<file path="src/rtl/region_attr_lookup.sv">
module region_attr_lookup #(
  parameter int AW = 32,
  parameter int RW = 32
) (
  input  logic          clk,
  input  logic          rst_n,
  input  logic          reg_sel,
  input  logic          reg_we,
  input  logic [RW-1:0] reg_wdata,
  output logic [RW-1:0] reg_rdata,
  input  logic [AW-1:0] lk_addr,
  input  logic          lk_instr,
  output logic          lk_wthru,
  output logic          lk_cache,
  output logic          lk_err
);
  localparam int IW = $clog2(RW);

  logic [RW-1:0] wt_q, ca_q;

  wire [IW-1:0] idx = lk_addr[AW-1 -: IW];
  wire [IW-1:0] pos = IW'(RW - 1) - idx;
  wire unused_low = ^lk_addr[AW-IW-1:0];

  always_ff @(posedge clk or negedge rst_n) begin
    if (!rst_n) begin
      wt_q <= '0;
      ca_q <= '0;
    end else if (reg_we) begin
      if (reg_sel) ca_q <= reg_wdata;
      else         wt_q <= reg_wdata;
    end
  end

  wire wt_bit = wt_q[pos];
  wire ca_bit = ca_q[pos];

  assign reg_rdata = reg_sel ? ca_q : wt_q;
  assign lk_cache  = ca_bit;
  assign lk_err    = !lk_instr && wt_bit && !ca_bit;
  assign lk_wthru  = !lk_instr && wt_bit && ca_bit;

  assert_instr_side_R5: assert property (@(posedge clk) disable iff (!rst_n)
    lk_instr |-> (!lk_wthru && !lk_err));

  assert_err_no_wt_R6: assert property (@(posedge clk) disable iff (!rst_n)
    lk_err |-> (!lk_wthru && !lk_cache && !lk_instr));

  assert_wt_needs_cache_R4: assert property (@(posedge clk) disable iff (!rst_n)
    lk_wthru |-> lk_cache);

  assert_write_lands_R2: assert property (@(posedge clk) disable iff (!rst_n)
    (reg_we && reg_sel) |=> (ca_q == $past(reg_wdata) && $stable(wt_q)));

  assert_hold_R8: assert property (@(posedge clk) disable iff (!rst_n)
    !reg_we |=> ($stable(wt_q) && $stable(ca_q)));

endmodule

</file>
<file path="config.mk">
export PLATFORM = sky130hd
export DESIGN_NAME = region_attr_lookup
export DESIGN_NICKNAME = d
export VERILOG_FILES = /design/src/rtl/region_attr_lookup.sv
export SDC_FILE = /design/constraint.sdc
export NUM_CORES = 1
export LEC_CHECK = 0
export ABC_AREA = 0
export CAP_MARGIN = 0
export CORE_AREA = 10 10 102 104
export CTS_BUF_LIST = sky130_fd_sc_hd__clkbuf_4 sky130_fd_sc_hd__clkbuf_8
export DETAILED_ROUTE_END_ITERATION = 7
export DIE_AREA = 0 0 112 114
export PLACE_DENSITY = 0.82
export RECOVER_POWER = 50
export SYNTH_ARGS = -nofsm -noshare
export SYNTH_HDL_FRONTEND = slang
export SYNTH_SLANG_ARGS = --single-unit
</file>
<file path="constraint.sdc">
create_clock -name clk -period 2.1 [get_ports clk]
set_input_delay 0.315 -clock clk [delete_from_list [all_inputs] [get_ports clk]]
set_output_delay 0.315 -clock clk [all_outputs]
set_load 0.005 [all_outputs]
</file>
* After elaboration in Yosys (flattened, before gate mapping)
Index checks and enable logic that the tools add are counted. W data, S select, Z words.
Storage, ports and cells: output and inout bits 35, flip-flop bits (word level) 64, bits of input ports 69
Operators by class: $lt $le $gt $ge 1, reduce and logical (&&, ||, !) cells 7, muxes and demuxes 5, $add $sub $neg 1, bitwise logic cells 1
Operators with widths (count):
- $mux W32 | 1
- $bmux W1 S5 | 2
- $lt A5 B6 Y1 const B | 1
- $sub A5 B5 Y5 const A | 1
- $reduce_and A2 Y1 | 2
- $logic_and A1 B1 Y1 | 3
- $logic_not A1 Y1 | 2
- $mux W1 | 2
- $not A1 Y1 | 1

* Depth between registers and ports, before layout
word-level depth 5, gate-level depth with buffers 6

* Least setup slack after synthesis
OpenSTA, ideal clock, no wires.
path type input -> output, start in lk_addr[28], end out lk_err, path slack -173 ps, required time 1785 ps, cell stages on the path 6, arrival time 1958 ps, path through buf_2 > buf_2 > mux4_2 > mux4_2 > mux2_4 > nor3_2
On the way: cells in the longest elaborated chain, start to end 5, elaborated cells on any way between the ends 8
Ends and longest elaborated chain:
- start, declared | line 11 | input logic [AW-1:0] lk_addr,
- $sub A5 B5 Y5 | line 22 | wire [IW-1:0] pos = IW'(RW - 1) - idx;
- $bmux W1 S5 | line 36 | wire ca_bit = ca_q[pos];
- $mux W1 (implied by the code) | line 36
- named net lk_cache | line 14 | output logic lk_cache,
- $logic_not A1 Y1 | line 40 | assign lk_err = !lk_instr && wt_bit && !ca_bit;
- $logic_and A1 B1 Y1 | line 40
- end, declared | line 15 | output logic lk_err
The timed path passes the listed nets, and every way through them passes these cells. The select of a mux whose other input is x is not followed.

* Final worst setup path
start reg ca_q[11], end out lk_wthru
On the way: cells in the longest elaborated chain, start to end 3
Ends and longest elaborated chain:
- start, declared | line 19 | logic [RW-1:0] wt_q, ca_q;
- start signal, assigned | line 30 | if (reg_sel) ca_q <= reg_wdata;
- $bmux W1 S5 | line 36
- $mux W1 (implied by the code) | line 36
- $logic_and A1 B1 Y1 | line 41 | assign lk_wthru = !lk_instr && wt_bit && ca_bit;
- end, declared | line 13 | output logic lk_wthru,
No other way between the ends. The select of a mux whose other input is x is not followed.

==> results.md <==
- Fin. max-slew vios: between 60 and 70
- Final setup fails: 18
- Setup crit start kind: flip-flop
- Clock transition at path regs: 70 ps
- Peak supply drop: about 0.47 mV
- First-pass GRT wire length: 14.6 mm
- IO Port Bufs: 76
- Worst slew pin tran: ~1600 ps
- Post-Synth Adder-Cell Area: 0%
- Cells on worst reg2reg path: 2
- Largest fanout on the critical path: 3
- Worst path slowest cell: mux4_2
- Die Ht: between 100 and 150 µm
- Critical Path Most Common Cell: mux4_2
- Initial antenna violation count: 0
- Post-Route WL: 9.03 mm
- Post-synthesis mux area share: 46.9%
- P_leak: 2.00 nW
- Post-Layout Cell Count: 450
- Dpl cells: between 400 and 500
- Initial Util: 39.0%
- Post-synthesis register bit count: 64
- GP Congestion: around 0.84
- H-tree depth: 3
- Area of the multi-input gates: 0.00163 mm²
- R2R Setup Slk: 1190 ps
- Max frequency: 387 MHz
- Area delta synth->final: 44.4%
- Reg2reg end: ca_q[4]
- Worst Clk Skew: 0 ps
- Critical path's largest stage delay: 470 ps
- Largest net degree at the start of global routing: 65
- Commonest non-fill, non-tap cell in the layout: mux2_2
- Vias: 2353
- Fin crit share: 123%
- Cell Rows: 34
- Mapped Nets: 280
- Hpwl dp: about 6.6 mm
- Post-synthesis compound-gate area fraction: 0.985%
- Hold crit path type: in -> async
- Total core area: 0.00847 mm²
- Tot GR Track Use: 14.5%
- Die area: approximately 0.013 mm²
- Failing checks: capacitance limit, slew limit, setup timing
- Fillers: 702
- WL per Instance: 20.1 µm
- Syn Area/Cell: ~16 µm²
- Synth warn: 0
- Critical-path cell list: mux4_2 > mux4_2 > mux2_4 > nor3b_4 > buf_2
- Tmin final: 2590 ps
- CTS max path bufs: 2
- Crit path buf inv count: 1
- Yosys cell types: 20
- Max_slew headroom: -5.36%
- Most frequent cells in the layout: mux2_2 (98), clkdlybuf4s50_1 (69), dfrtp_1 (64), buf_4 (50), mux4_2 (17)
- Io pins: 104
- CP delay by family, top: multiplexers
- Crit path arrival time: 2270 ps
- Clk sink count: 64
- GRT overflow: 0
- Pwr dens: between 700 and 800 mW/mm²
- Diode count: 0
- Post-Synthesis Cells: 211
- RSZ-0062 raised after global routing: true
- Setup Crit Path Kind: reg -> out
- CP Capture Type: output port
- Status: finished, violations left
- Synth Area in Simple Gates: 1.44%
- Die Span X: about 110 µm
- Power consumption: 3.66 mW
- Vias in the first global route: 2607
- Post-layout util: around 56%
- Layout cells sized above 1: between 50% and 60%
- Final hold violation count: 0
- Synthesized cell area: between 0.003 and 0.004 mm²
- Residual DRC: 0
- Main combinational cell family by area after synthesis: multiplexers
- Clk Latency, worst-skew pair: about 330 ps
- DR pass1 iterations: 4
- Worst R2R Start: ca_q[4]
- Post-route ant nets: 0
- Worst Path Required: 1780 ps
- Max_cap viols: 1
- Via/cell ratio: roughly 5.2
- Sequential share of the synthesized area: ~48%
- 1st-iter DRT viols: 103
- TritonCTS buffer count: 9
- Synth Area in XOR/XNOR: 0%
- FF/Latch Area: approximately 0.0016 mm²
- Final worst-path setup slack: -486 ps
- Clk root buf: clkbuf_8
- Final Net Count: 408
- CTS tree: done
[metrics by stage]
stage	setup slack, ps	hold slack [ps]	setup TNS (ps)	instance area (µm²)
after global placement	-1120	351	-6550	4560
after detailed placement	-1160	355	-6710	4560
final	-486	470	-5560	4770
after floorplan	-16.0	19.4	-16.0	3310
after CTS	-493	3.21	-1380	4810
after global routing	-563	560	-6310	4770
[per-layer routing]
layer	global-route usage (%)	part of all wire, %	up-vias
li1	-	-	1055
met1	17.7	43	1216
met2	24.0	50	68
met3	3.99	4.9	14
met4	4.99	1.8	0
met5	0	0	-
[registers in the layout, summed over array words and instances, names as in the netlist]
register,count
ca_q,32
wt_q,32
[final cells by class]
type	instances	share of cell area [%]
Clock buffer	14	3.78
Multi-Input combinational cell	131	34.1
Tap cell	108	2.83
Timing Repair Buffer	133	25.7
Sequential cell	64	33.6
[worst max-delay path by stage]
| stage | start | to | slack (ps) | cells past startpoint |
|---|---|---|---|---|
| floorplan | lk_addr[27] | lk_wthru | -20 | 5 |
| global placement | lk_addr[27] | lk_wthru | -1120 | 7 |
| detailed placement | lk_addr[27] | lk_err | -1160 | 7 |
| CTS | ca_q[30] | lk_wthru | -490 | 5 |
| global route | ca_q[31] | lk_wthru | -560 | 5 |
| finish | ca_q[11] | lk_wthru | -490 | 5 |
[timing repair]
| action | CTS | global route |
|---|---|---|
| endpoints found under the setup margin | 35 | 18 |
| pin swaps | 0 | 0 |
| buffers inserted | 4 | 0 |
| gates resized for setup | 20 | 4 |
| gates cloned | 2 | 0 |
| hold buffers | 0 | 0 |
[worst reg2reg max path, cell delays in order, from the launching register on]
cell and delay, ps:
dfrtp_1 400, buf_4 140, mux2_2 260
[cells by family (layout without fill, tap and decap cells)]
family                 count (synthesis)  after routing
AND/OR/NAND/NOR                        8              8
flip-flops                            64             64
buffers and inverters                 16            147
AO/OA/AOI/OAI                          4              4
multiplexers                         119            119
[synth_stat cells]
cell       n  area [µm²]
buf_6      1        11.3
nor3_2     1        10.0
buf_2      3        15.0
nor2_1     1        3.75
nor2b_1    2        12.5
buf_1      7        26.3
o221a_2    1        11.3
o22ai_1    1        6.26
mux2_4     1        15.0
mux4_1     5         131
clkbuf_1   5        18.8
a221o_1    1        10.0
nor3b_1    1        7.51
o21ai_0    1        5.00
nand2_1    2        7.51
nand2b_1   1        6.26
mux2_2    98        1100
mux2i_1    3        30.0
dfrtp_1   64        1600
mux4_2    12         270
[where the power goes]
group          leakage (nW)  total, mW  internal [mW]  switching, mW
clock                0.0955      0.967          0.540          0.428
combinational          1.16       1.14          0.780          0.359
sequential            0.751       1.55           1.42          0.137
(Power assumes the default switching activity.)
